### src/rtl/asp_clkgen_pkg.sv
package asp_clkgen_pkg;

  localparam int DIV_W  = 4;
  localparam int LEN_W  = 3;
  localparam int HALF_W = 8;

  typedef enum logic [1:0] {
    FMT_I2S = 2'd0,
    FMT_LJ  = 2'd1,
    FMT_RJ  = 2'd2,
    FMT_DSP = 2'd3
  } asp_fmt_e;

  typedef struct packed {
    logic               bclk_inv;
    logic               lrck_pol;
    asp_fmt_e           fmt;
    logic [DIV_W-1:0]   div_code;
    logic [LEN_W-1:0]   len_code;
  } asp_cfg_t;

  // Cycles per BCLK phase for a divide code; reserved codes fall back to 1.
  function automatic logic [HALF_W-1:0] div_ratio(input logic [DIV_W-1:0] code);
    logic [HALF_W-1:0] r;
    case (code)
      4'd0:    r = 8'd1;
      4'd1:    r = 8'd2;
      4'd2:    r = 8'd4;
      4'd3:    r = 8'd6;
      4'd4:    r = 8'd8;
      4'd5:    r = 8'd12;
      4'd6:    r = 8'd16;
      4'd7:    r = 8'd24;
      4'd8:    r = 8'd32;
      4'd9:    r = 8'd48;
      4'd10:   r = 8'd64;
      4'd11:   r = 8'd96;
      4'd12:   r = 8'd128;
      4'd13:   r = 8'd192;
      default: r = 8'd1;
    endcase
    return r;
  endfunction

endpackage

### src/rtl/asp_cfg_hold.sv
module asp_cfg_hold
  import asp_clkgen_pkg::*;
(
  input  logic     clk,
  input  logic     rst_n,
  input  logic     load,
  input  asp_cfg_t live,
  output asp_cfg_t held
);

  asp_cfg_t held_q;
  asp_cfg_t held_d;

  always_comb begin
    held_d = held_q;
    if (load) held_d = live;
  end

  always_ff @(posedge clk or negedge rst_n) begin
    if (!rst_n) held_q <= '0;
    else        held_q <= held_d;
  end

  assign held = held_q;

endmodule

### src/rtl/asp_bit_timer.sv
module asp_bit_timer #(
  parameter int HALF_W = 8,
  parameter int BIT_W  = 8
) (
  input  logic              clk,
  input  logic              rst_n,
  input  logic              adv,
  input  logic [HALF_W-1:0] ratio,
  input  logic [BIT_W-1:0]  last_bit,
  output logic [HALF_W-1:0] half_q,
  output logic [HALF_W-1:0] half_d,
  output logic              phase_q,
  output logic              phase_d,
  output logic [BIT_W-1:0]  bit_q,
  output logic [BIT_W-1:0]  bit_d,
  output logic              frame_end
);

  logic half_end;
  logic bit_end;

  always_comb begin
    half_end  = (half_q == ratio - 1'b1);
    bit_end   = half_end & phase_q;
    frame_end = adv & bit_end & (bit_q == last_bit);
    half_d    = '0;
    phase_d   = 1'b0;
    bit_d     = '0;
    if (adv) begin
      half_d  = half_end ? '0 : half_q + 1'b1;
      phase_d = phase_q ^ half_end;
      if (bit_end) bit_d = (bit_q == last_bit) ? '0 : bit_q + 1'b1;
      else         bit_d = bit_q;
    end
  end

  always_ff @(posedge clk or negedge rst_n) begin
    if (!rst_n) begin
      half_q  <= '0;
      phase_q <= 1'b0;
      bit_q   <= '0;
    end else begin
      half_q  <= half_d;
      phase_q <= phase_d;
      bit_q   <= bit_d;
    end
  end

  assert_half_bound_R1: assert property (@(posedge clk) disable iff (!rst_n)
    adv |-> (half_q < ratio));

  assert_bit_bound_R3: assert property (@(posedge clk) disable iff (!rst_n)
    adv |-> (bit_q <= last_bit));

endmodule

### src/rtl/asp_lrck_shape.sv
module asp_lrck_shape
  import asp_clkgen_pkg::*;
#(
  parameter int BIT_W = 8
) (
  input  logic             run,
  input  logic [BIT_W-1:0] bit_idx,
  input  logic [BIT_W-1:0] last_bit,
  input  asp_fmt_e         fmt,
  input  logic             pol,
  output logic             level
);

  logic [BIT_W-1:0] mid;
  logic             raw;

  always_comb begin
    mid = last_bit >> 1;
    case (fmt)
      FMT_I2S: raw = (bit_idx >= mid) && (bit_idx != last_bit);
      FMT_LJ,
      FMT_RJ:  raw = (bit_idx > mid);
      default: raw = (bit_idx == '0);
    endcase
    level = run ? (raw ^ ~pol) : ~pol;
  end

endmodule

### src/rtl/asp_clkgen.sv
module asp_clkgen
  import asp_clkgen_pkg::*;
#(
  parameter int LEN_BASE_LOG2 = 4,
  parameter int LEN_MAX_CODE  = 4
) (
  input  logic             clk,
  input  logic             rst_n,
  input  logic             cfg_master,
  input  logic             cfg_bclk_inv,
  input  logic             cfg_lrck_pol,
  input  logic [1:0]       cfg_fmt,
  input  logic [DIV_W-1:0] cfg_div_code,
  input  logic [LEN_W-1:0] cfg_len_code,
  output logic             bclk_o,
  output logic             lrck_o,
  output logic             clk_oe_o,
  output logic             frame_stb_o
);

  localparam int BIT_W = LEN_BASE_LOG2 + LEN_MAX_CODE;

  function automatic logic [BIT_W-1:0] last_of(input logic [LEN_W-1:0] code);
    logic [LEN_W-1:0] c;
    logic [BIT_W:0]   span;
    c    = (int'(code) > LEN_MAX_CODE) ? LEN_W'(LEN_MAX_CODE) : code;
    span = (BIT_W+1)'(1) << (LEN_BASE_LOG2 + int'(c));
    return BIT_W'(span - 1'b1);
  endfunction

  asp_cfg_t          live_cfg;
  asp_cfg_t          cfg_q;
  asp_cfg_t          cfg_nx;
  logic              run_q;
  logic              run_d;
  logic              adv;
  logic              capture;
  logic [HALF_W-1:0] ratio;
  logic [BIT_W-1:0]  last_q;
  logic [BIT_W-1:0]  last_nx;
  logic [HALF_W-1:0] half_q;
  logic [HALF_W-1:0] half_d;
  logic              phase_q;
  logic              phase_d;
  logic [BIT_W-1:0]  bit_q;
  logic [BIT_W-1:0]  bit_d;
  logic              frame_end;
  logic              lrck_d;
  logic              bclk_d;
  logic              stb_d;
  logic              bclk_q;
  logic              lrck_q;
  logic              stb_q;

  always_comb begin
    live_cfg.bclk_inv = cfg_bclk_inv;
    live_cfg.lrck_pol = cfg_lrck_pol;
    live_cfg.fmt      = asp_fmt_e'(cfg_fmt);
    live_cfg.div_code = cfg_div_code;
    live_cfg.len_code = cfg_len_code;
  end

  // Running state and the settings of the frame in progress
  always_comb begin
    run_d   = cfg_master;
    adv     = run_q & cfg_master;
    ratio   = div_ratio(cfg_q.div_code);
    last_q  = last_of(cfg_q.len_code);
    capture = ~run_q | frame_end;
    cfg_nx  = capture ? live_cfg : cfg_q;
    last_nx = last_of(cfg_nx.len_code);
  end

  asp_bit_timer #(
    .HALF_W (HALF_W),
    .BIT_W  (BIT_W)
  ) timer_i (
    .clk       (clk),
    .rst_n     (rst_n),
    .adv       (adv),
    .ratio     (ratio),
    .last_bit  (last_q),
    .half_q    (half_q),
    .half_d    (half_d),
    .phase_q   (phase_q),
    .phase_d   (phase_d),
    .bit_q     (bit_q),
    .bit_d     (bit_d),
    .frame_end (frame_end)
  );

  asp_cfg_hold hold_i (
    .clk   (clk),
    .rst_n (rst_n),
    .load  (capture),
    .live  (live_cfg),
    .held  (cfg_q)
  );

  asp_lrck_shape #(
    .BIT_W (BIT_W)
  ) shape_i (
    .run      (run_d),
    .bit_idx  (bit_d),
    .last_bit (last_nx),
    .fmt      (cfg_nx.fmt),
    .pol      (cfg_nx.lrck_pol),
    .level    (lrck_d)
  );

  // Output flops take the level of the state being entered
  always_comb begin
    bclk_d = phase_d ^ cfg_nx.bclk_inv;
    stb_d  = run_d & (half_d == '0) & ~phase_d & (bit_d == '0);
  end

  always_ff @(posedge clk or negedge rst_n) begin
    if (!rst_n) begin
      run_q  <= 1'b0;
      bclk_q <= 1'b0;
      lrck_q <= 1'b0;
      stb_q  <= 1'b0;
    end else begin
      run_q  <= run_d;
      bclk_q <= bclk_d;
      lrck_q <= lrck_d;
      stb_q  <= stb_d;
    end
  end

  assign bclk_o      = run_q ? bclk_q : cfg_bclk_inv;
  assign lrck_o      = run_q ? lrck_q : ~cfg_lrck_pol;
  assign clk_oe_o    = run_q;
  assign frame_stb_o = stb_q;

  assert_cfg_frozen_R9: assert property (@(posedge clk) disable iff (!rst_n)
    (run_q && (half_q != '0 || phase_q || bit_q != '0)) |-> $stable(cfg_q));

  assert_stb_once_R10: assert property (@(posedge clk) disable iff (!rst_n)
    stb_q |=> !stb_q);

  assert_stb_at_start_R10: assert property (@(posedge clk) disable iff (!rst_n)
    stb_q |-> (run_q && half_q == '0 && !phase_q && bit_q == '0));

  assert_idle_quiet_R11: assert property (@(posedge clk) disable iff (!rst_n)
    !run_q |-> !stb_q);

  assert_dsp_pulse_R8: assert property (@(posedge clk) disable iff (!rst_n)
    (run_q && cfg_q.fmt == FMT_DSP && bit_q != '0) |-> (lrck_q == ~cfg_q.lrck_pol));

  assert_bclk_turn_R1: assert property (@(posedge clk) disable iff (!rst_n)
    (run_q && $past(run_q) && bclk_q != $past(bclk_q)) |-> (half_q == '0));

endmodule

### config.mk
export PLATFORM = sky130hd
export DESIGN_NAME = asp_clkgen
export DESIGN_NICKNAME = d
export VERILOG_FILES = /design/src/rtl/asp_clkgen_pkg.sv /design/src/rtl/asp_cfg_hold.sv /design/src/rtl/asp_bit_timer.sv /design/src/rtl/asp_lrck_shape.sv /design/src/rtl/asp_clkgen.sv
export SDC_FILE = /design/constraint.sdc
export NUM_CORES = 1
export LEC_CHECK = 0
export BUFFER_PORTS_ARGS = -buffer_cell sky130_fd_sc_hd__buf_2
export CAP_MARGIN = 20
export CORE_MARGIN = 3
export CORE_UTILIZATION = 40
export DETAILED_ROUTE_END_ITERATION = 16
export HOLD_SLACK_MARGIN = 0.08
export SLEW_MARGIN = 15
export SYNTH_ARGS = -nofsm -noshare
export SYNTH_HDL_FRONTEND = slang
export SYNTH_SLANG_ARGS = --single-unit
### constraint.sdc
create_clock -name clk -period 6.15 [get_ports clk]
set_input_delay 1.23 -clock clk [delete_from_list [all_inputs] [get_ports clk]]
set_output_delay 1.23 -clock clk [all_outputs]
set_load 0.02 [all_outputs]
==> results of run 1 <==
-- placed cells by master, fill, tap and decap left out, drive strengths merged, types with 10 or more instances in the layout --
cell	count
nor2	29
nand3	12
a21oi	15
o21ai	14
dfrtp	32
nand2	19
buf	19
xnor2	14
inv	12
ha	10
-- power breakdown --
group	switching, mW	total (mW)	leakage, nW	internal (mW)
clock network	0.0809	0.201	0.0552	0.120
logic	0.0479	0.0901	0.586	0.0422
registers	0.0180	0.238	0.413	0.221
-- layer usage --
layer | global-route usage | vias up | wire (µm)
li1 | - | 966 | -
met1 | 0.230 | 854 | 2670
met2 | 0.188 | 31 | 2020
met3 | 0.0357 | 4 | 191
met4 | 0.0490 | 0 | 40
met5 | 0 | - | 0
-- logic make-up (layout without fill, tap and decap cells) --
family,count (synthesis),in the layout,synth area share
muxes,14,14,0.0640
AOI/OAI and AO/OA,60,60,0.182
buffers and inverters,34,39,0.0661
xor gates and xnor gates,23,23,0.0851
and+or+nand+nor,96,96,0.212
adders and majority gates,10,10,0.0529
DFF,32,32,0.338
-- state kept, by name, indices dropped and copies added, names as in the netlist --
signal / flops
lrck_q: 1
timer_i.bit_q: 8
hold_i.held: 11
timer_i.half_q: 8
timer_i.phase_q: 1
bclk_q: 1
clk_oe_o: 1
frame_stb_o: 1
-- Yosys cell counts (3+ instances only) --
cell type and number:
dfrtp_1 32, ha_1 10, nand3_1 12, xnor2_1 14, o21a_1 4, clkbuf_1 10
o31ai_1 3, nand4_1 3, mux2_2 9, nand2b_1 4, a31oi_1 5, nor3_1 8
nor2_1 28, inv_1 12, xor2_1 9, mux2i_1 5, buf_2 7, a21oi_1 14
o21ai_0 12, nor4_1 3, nand2_1 19
-- layout make-up --
type | instances | area [µm²] | share of cell area
multi-input combinational | 203 | 1410 | 0.552
inverter | 12 | 45.0 | 0.0176
tap | 72 | 90.1 | 0.0353
clock inverter | 2 | 35.0 | 0.0137
clock buffer | 6 | 72.6 | 0.0284
sequential | 32 | 801 | 0.314
timing repair buffer | 19 | 100 | 0.0392
-- per-stage QoR --
| stage | power, mW | util | hold slack, ps | worst slack, ps |
|---|---|---|---|---|
| floorplan | 0.311 | - | 473 | 991 |
| global placement | 0.334 | 0.436 | 502 | 771 |
| finish | 0.530 | 0.455 | 510 | 598 |
| global route | 0.556 | 0.455 | 537 | 181 |
| CTS | 0.537 | 0.455 | 514 | 644 |
| detailed placement | 0.333 | 0.436 | 498 | 649 |
-- worst paths after layout --
path / from / endpoint / slack, ps / depth (start not counted)
max: hold_i.held[4] / lrck_q / 600 / 24
min: hold_i.held[10] / hold_i.held[10] / 510 / 1
max reg2reg: hold_i.held[4] / lrck_q / 600 / 24
min reg2reg: hold_i.held[10] / hold_i.held[10] / 510 / 1
max in group asynchronous: rst_n / timer_i.phase_q / 4690 / 1
min in group asynchronous: rst_n / frame_stb_o / 990 / 1
==> flow_summary.ini, run 1 <==
[pwr]
power.leakage_nw = 1.05
peakVddDrop_uv = 127
p_per_area_mw_per_mm2 = 207

[layout]
final_area_mm2 = 0.00255
antenna_cells = 0
fillers = 575
finalNonFillerCells = 346
fin_nets = 297
layout-drive-gt1-share = 0.164
syn_to_final_growth_pct = 7.88

[worst_setup_path]
crit_arrival_ps = 5730
slowest_delay_ps = 520
start_kind = flop
cp-end-kind = flop
crit_required_ps = 6320
path_buf_inv = 1
slowest_stage = dfrtp_1
crit_path_max_fanout = 15
worstPathCellList = or2_4 -> nor3_1 -> a31oi_1 -> ha_1 -> and2_1 -> a31o_2 -> nand2_1 -> o311ai_0 -> xor2_1 -> nor4_2 -> ha_1 -> and4_1 -> o311ai_4 -> o21ai_4 -> buf_4 -> mux2i_1 -> ha_1 -> nand2_1 -> nor4_1 -> a2111oi_0 -> o21ai_0 -> a31oi_1 -> a31oi_1 -> xnor2_1
worst-setup-path-type = reg2reg
cp_top_family = compound AO/OA/AOI/OAI gates

[timing]
hold_violations = 0
maxSlewHeadroom = 0.520
rsz0062_at_grt = no
final.setup.tns_ps = 0
setup-violations-final = 0
timing.fmax_mhz = 180
slew_viol_final = 0
clock_skew_ps = 6.23
fin_crit_ps = 5550
fin_crit_sh = 0.903
worstMarginPinSlew_ps = 719

[yosys]
synth_fp_nets = 293
yosysWarnings = 0
synthCells = 269
synth_area_mm2 = 0.00237
yosysTopAreaCellShare = 0.338
syn_avg_cell_area_um2 = 8.80
synthTopCellsByArea = dfrtp_1, ha_1, xnor2_1
ys.flop_type = dfrtp_1
synth_edf_count = 0
ys_seq_area_frac = 0.338
yosys_register_bits = 32
synth_top_area_cell = dfrtp_1
ys_types = 58
async_flop_share = 1.00

[clock_tree]
postCtsSetupRepairBufs = 0
cts_made_buffers = 5
root_buffer = clkbuf_8
cts_hold_buf = 0
post_cts_resized = 0
insertion_delay_ps = 290
clk_pin_slew_ps = 70
cts.sinks = 32
clockBufferDepth = 2
tritoncts = built
h-tree-depth = 2

[hold_path]
hold_path_class = reg2reg

[die]
die_w_um = 82.9
die-area_mm2 = 0.00688
die-height_um = 82.9
num_rows = 27
core_area_mm2 = 0.00561
num_io_pins = 18
start_util = 0.422

[job]
cap_violations = 0

[place]
port_buffers = 17
hpwl_mm = 3.56
place_area_mm2 = 0.00245
place_congestion = 0.808
placed_cells = 338

[routing]
remaining_drc_errors = 0
first_pass_iters = 4
drt_iter0_markers = 83
drt-wirelength-per-cell_um = 14.2
via_per_inst = 5.36
wl_mm = 4.92
vias = 1855
drtAntennaViolNets = 0

[global_route]
track_usage = 0.146
grt.overflow.total = 0
first_global_vias = 1630
grt_pass1_wl_mm = 8.25
grt_antenna_before_repair = 0
grt_max_degree = 33

[run_status]
outcome = finished, final reports clean
No activity file was read; power rests on OpenSTA's default activity.
==> run 2, diff against run 1 <==
--- a/config.mk
+++ b/config.mk
@@ -5,6 +5,7 @@
 export SDC_FILE = /design/constraint.sdc
 export NUM_CORES = 1
 export LEC_CHECK = 0
+export ABC_AREA = 1
 export BUFFER_PORTS_ARGS = -buffer_cell sky130_fd_sc_hd__buf_2
 export CAP_MARGIN = 20
 export CORE_MARGIN = 3
==> constraint.sdc (replaced) <==
create_clock -name clk -period 6.15 [get_ports clk]
set_input_delay 1.23 -clock clk [delete_from_list [all_inputs] [get_ports clk]]
set_output_delay 1.23 -clock clk [all_outputs]
set_load 0.05 [all_outputs]
==> flow_summary.ini, run 2 <==
[layout]
most-common-layout-cells = nand2_1, inv_1, dfrtp_1
final_util = 0.475
syn_to_final_growth_pct = 11.5
layout_commonest_cell = nand2_1
fillers = 551
antenna_cells = 0
finalNonFillerCells = 395
largest_reg_flops = 11
multiInputGateArea_mm2 = 0.00122
layout-drive-gt1-share = 0.151
regArea_um2 = 801
fin_nets = 349

[routing]
first_pass_iters = 4
via_per_inst = 4.84
wl_mm = 4.74
remaining_drc_errors = 0
drt_iter0_markers = 67
drtAntennaViolNets = 0
drt-wirelength-per-cell_um = 12.0
vias = 1911

[timing]
final.setup.tns_ps = 0
clock_skew_ps = 7.89
slew_viol_final = 0
worstMarginPinSlew_ps = 741
timing.fmax_mhz = 223
rsz0062_at_grt = no
setup-violations-final = 0
fin_crit_ps = 4490
hold_violations = 0
fin_crit_sh = 0.731
maxSlewHeadroom = 0.506

[global_route]
track_usage = 0.164
first_global_vias = 1863
gr-usage-met3 = 0.0322
grt.overflow.total = 0
met2_usage = 0.278
grt_util_met1 = 0.204
grt_antenna_before_repair = 0
grt_pass1_wl_mm = 8.29
grt_max_degree = 33
grt-busiest-layer = met2

[die]
die_w_um = 80.9
die-height_um = 80.9
core_area_mm2 = 0.00527
num_rows = 26
num_io_pins = 18
start_util = 0.426
die-area_mm2 = 0.00654

[yosys]
async_flop_share = 1.00
yosysTopAreaCellShare = 0.357
synthCells = 303
yosysWarnings = 0
syn_avg_cell_area_um2 = 7.40
synth_commonest_cells = nand2_1, inv_1, dfrtp_1
ys.flop_type = dfrtp_1
synthTopCellsByArea = dfrtp_1, nand2_1, inv_1
ys_seq_area_frac = 0.357
synth_fp_nets = 327
ys_types = 32
yosysMostFrequentCell = nand2_1
synth_area_mm2 = 0.00224
synth_top_area_cell = dfrtp_1
synth_edf_count = 0
yosys_register_bits = 32

[clock_tree]
h-tree-depth = 2
cts_made_buffers = 5
insertion_delay_ps = 280
tritoncts = built
postCtsSetupRepairBufs = 0
cts.sinks = 32
clk_pin_slew_ps = 70
cts_hold_buf = 0
clockBufferDepth = 2
post_cts_resized = 0
root_buffer = clkbuf_8

[worst_setup_path]
cp-end-kind = flop
cp_top_family = simple AND/OR/NAND/NOR gates
crit_required_ps = 6330
slowest_stage = dfrtp_1
crit_arrival_ps = 4680
crit_path_max_fanout = 19
start_kind = flop
crit_top_cell = nand2_1
path_buf_inv = 3
worst-setup-path-type = reg2reg
slowest_delay_ps = 410

[pwr]
power.leakage_nw = 1.36
peakVddDrop_uv = 85.0
p_per_area_mw_per_mm2 = 200

[run_status]
outcome = finished, final reports clean

[job]
cap_violations = 0

[place]
port_buffers = 17
placed_cells = 388
hpwl_mm = 3.73
place_congestion = 0.861

[hold_path]
hold_path_class = reg2reg
run 2: report_power, final:
part	internal [mW]	switching, mW
clock	0.0996	0.0769
combinational	0.0324	0.0650
sequential	0.220	0.00729
total	0.352	0.149
run 2: cells by family after synthesis:
kind of cell / count (synthesis) / share of synthesized area
AO/OA/AOI/OAI: 29 / 0.0703
buffers and inverters: 57 / 0.0970
AND/OR/NAND/NOR: 158 / 0.354
adder cells (fa/ha/maj): 10 / 0.0558
flip-flops: 32 / 0.357
XOR/XNOR: 17 / 0.0664
run 2: metrics by stage:
stage               hold WS (ps)  worst slack [ps]  power, mW  cell area (µm²)
floorplan                    470              2260      0.304             2240
global placement             534              1740      0.329             2400
detailed placement           543              1650      0.329             2400
CTS                          552              1630      0.507             2500
global route                 576              1120      0.530             2500
finish                       532              1660      0.501             2500
run 2: final timing paths:
| path | startpoint | end | slack [ps] | cells after the start |
|---|---|---|---|---|
| max | hold_i.held[5] | lrck_q | 1660 | 31 |
| min | timer_i.half_q[0] | timer_i.half_q[0] | 530 | 1 |
| max reg2reg | hold_i.held[5] | lrck_q | 1660 | 31 |
| min reg2reg | timer_i.half_q[0] | timer_i.half_q[0] | 530 | 1 |
| max in group asynchronous | rst_n | hold_i.held[10] | 4670 | 1 |
| min in group asynchronous | rst_n | timer_i.half_q[3] | 1000 | 1 |
run 2: area by class of cell:
type / count / share of cell area
Timing Repair Buffer: 17 / 0.0340
Inverter: 55 / 0.0825
Clock buffer: 7 / 0.0385
Multi-Input combinational cell: 214 / 0.490
Sequential cell: 32 / 0.320
Tap cell: 70 / 0.0350
run 2: routing by layer:
| layer | vias up | wire length (µm) |
|---|---|---|
| li1 | 1000 | - |
| met3 | 10 | 120 |
| met2 | 22 | 2250 |
| met5 | - | 0 |
| met1 | 879 | 2260 |
| met4 | 0 | 113 |
==> run 3, diff against run 2 <==
==> constraint.sdc (replaced) <==
create_clock -name clk -period 3.9 [get_ports clk]
set_input_delay 0.78 -clock clk [delete_from_list [all_inputs] [get_ports clk]]
set_output_delay 0.78 -clock clk [all_outputs]
set_load 0.05 [all_outputs]
==> flow_summary.ini, run 3 (synthesized netlist as in run 2, its figures left out) <==
[run_status]
outcome = finished, final reports clean

[clock_tree]
tritoncts = built
cts_hold_buf = 0
cts.sinks = 32
cts_made_buffers = 5
insertion_delay_ps = 280
root_buffer = clkbuf_8
clk_pin_slew_ps = 60
h-tree-depth = 2
clockBufferDepth = 2

[timing]
setup-violations-final = 0
fin_crit_ps = 3850
maxSlewHeadroom = 0.510
clock_skew_ps = 2.64
final.setup.tns_ps = 0
worst_slack_ps = 50.4
slew_viol_final = 0
rsz0062_at_grt = yes
timing.fmax_mhz = 260
fin_crit_sh = 0.987
worstMarginPinSlew_ps = 736
hold_violations = 0

[pwr]
power.leakage_nw = 1.49
p_per_area_mw_per_mm2 = 287
seqPwrFrac = 0.443
p_sw_frac = 0.317
peakVddDrop_uv = 155
pwr-share-clk = 0.296
power_frac_comb = 0.261
p_int_uw = 553
p_sw_uw = 256

[place]
place_area_mm2 = 0.00252
port_buffers = 17
place_ws_ps = -119
place_congestion = 0.870
placed_cells = 403
hpwl_mm = 3.90

[worst_setup_path]
ff2ff_setup_slack_ps = 50
crit_required_ps = 4080
worst-setup-path-type = reg2reg
cp_top_family = simple AND/OR/NAND/NOR gates
crit_top_cell = nand2_1
start_kind = flop
slowest_stage = dfrtp_1
crit_path_max_fanout = 7
r2r-start = hold_i.held[4]
cp-end-kind = flop
path_buf_inv = 4
crit_start = hold_i.held[4]
slowest_delay_ps = 410
crit_arrival_ps = 4030

[layout]
most-common-layout-cells = nand2_1, inv_1, dfrtp_1
syn_to_final_growth_pct = 25.9
finalNonFillerCells = 421
fin_nets = 375
largest_reg_flops = 11
antenna_cells = 0
layout-drive-gt1-share = 0.279
layout_commonest_cell = nand2_1
final_area_mm2 = 0.00282

[routing]
wl_mm = 5.28
drtAntennaViolNets = 0
vias = 2062
drt-wirelength-per-cell_um = 12.5
via_per_inst = 4.90
first_pass_iters = 4
remaining_drc_errors = 0
drt_iter0_markers = 77

[global_route]
grt.overflow.total = 0
first_global_vias = 1982
track_usage = 0.169
grt_antenna_before_repair = 0
grt_pass1_wl_mm = 8.49
grt_max_degree = 33

[die]
core_area_mm2 = 0.00527
num_io_pins = 18
die-area_mm2 = 0.00654
start_util = 0.426
num_rows = 26
die-height_um = 80.9
die_w_um = 80.9

[hold_path]
hold_path_class = reg2reg
hp-start = timer_i.half_q[0]

[job]
cap_violations = 0
## run 3: worst paths after layout
kind                       depth (start not counted)           endpoint
max                                               30             lrck_q
min                                                1  timer_i.half_q[0]
max reg2reg                                       30             lrck_q
min reg2reg                                        1  timer_i.half_q[0]
max in group asynchronous                          1     hold_i.held[3]
min in group asynchronous                          1  timer_i.half_q[3]
## run 3: stage by stage
step	hold WS, ps	utilization	power [mW]
final	529	0.536	0.809
after global routing	564	0.536	0.854
after floorplan	470	-	0.479
after CTS	535	0.515	0.793
after detailed placement	527	0.478	0.535
after global placement	523	0.478	0.533
## run 3: power by group through the flow
stage | Sequential (mW) | Clock, mW | Combinational, mW
2_1_floorplan | 0.366 | 0 | 0.113
3_3_place_gp | 0.363 | 0 | 0.170
3_5_place_dp | 0.363 | 0 | 0.171
4_1_cts | 0.358 | 0.250 | 0.186
5_1_grt | 0.361 | 0.260 | 0.234
6_report | 0.359 | 0.240 | 0.211
## run 3: routing by layer
layer	GRT usage	up-vias	routed length [µm]
met4	0.0743	0	88
li1	-	1053	-
met1	0.194	979	2260
met2	0.307	24	2820
met5	0	-	0
met3	0.0266	6	117
## run 3: worst register-to-register path: cells and delay by family (launching register included)
kind / cells / cell delay, ps
simple gates: 18 / 1640
fa+ha+maj: 3 / 650
buf+inv: 4 / 380
flops: 1 / 410
compound gates: 4 / 500
xor+xnor: 1 / 140
## run 3: final cells by class
type                    count  area, µm²
inverters                  55        209
clock inverters             1       5.00
flip-flops and latches     32        801
fillers                   522       2450
clock buffers               6       72.6
well taps                  70       87.6
repair buffers             43        284
multi-input cells         214       1370
## run 3: timing repair
action                                  CTS  global route
buffers inserted                          6             5
pin swaps                                12            17
cloned                                    0             0
resized for setup                        13            20
endpoints found under the setup margin    1             2
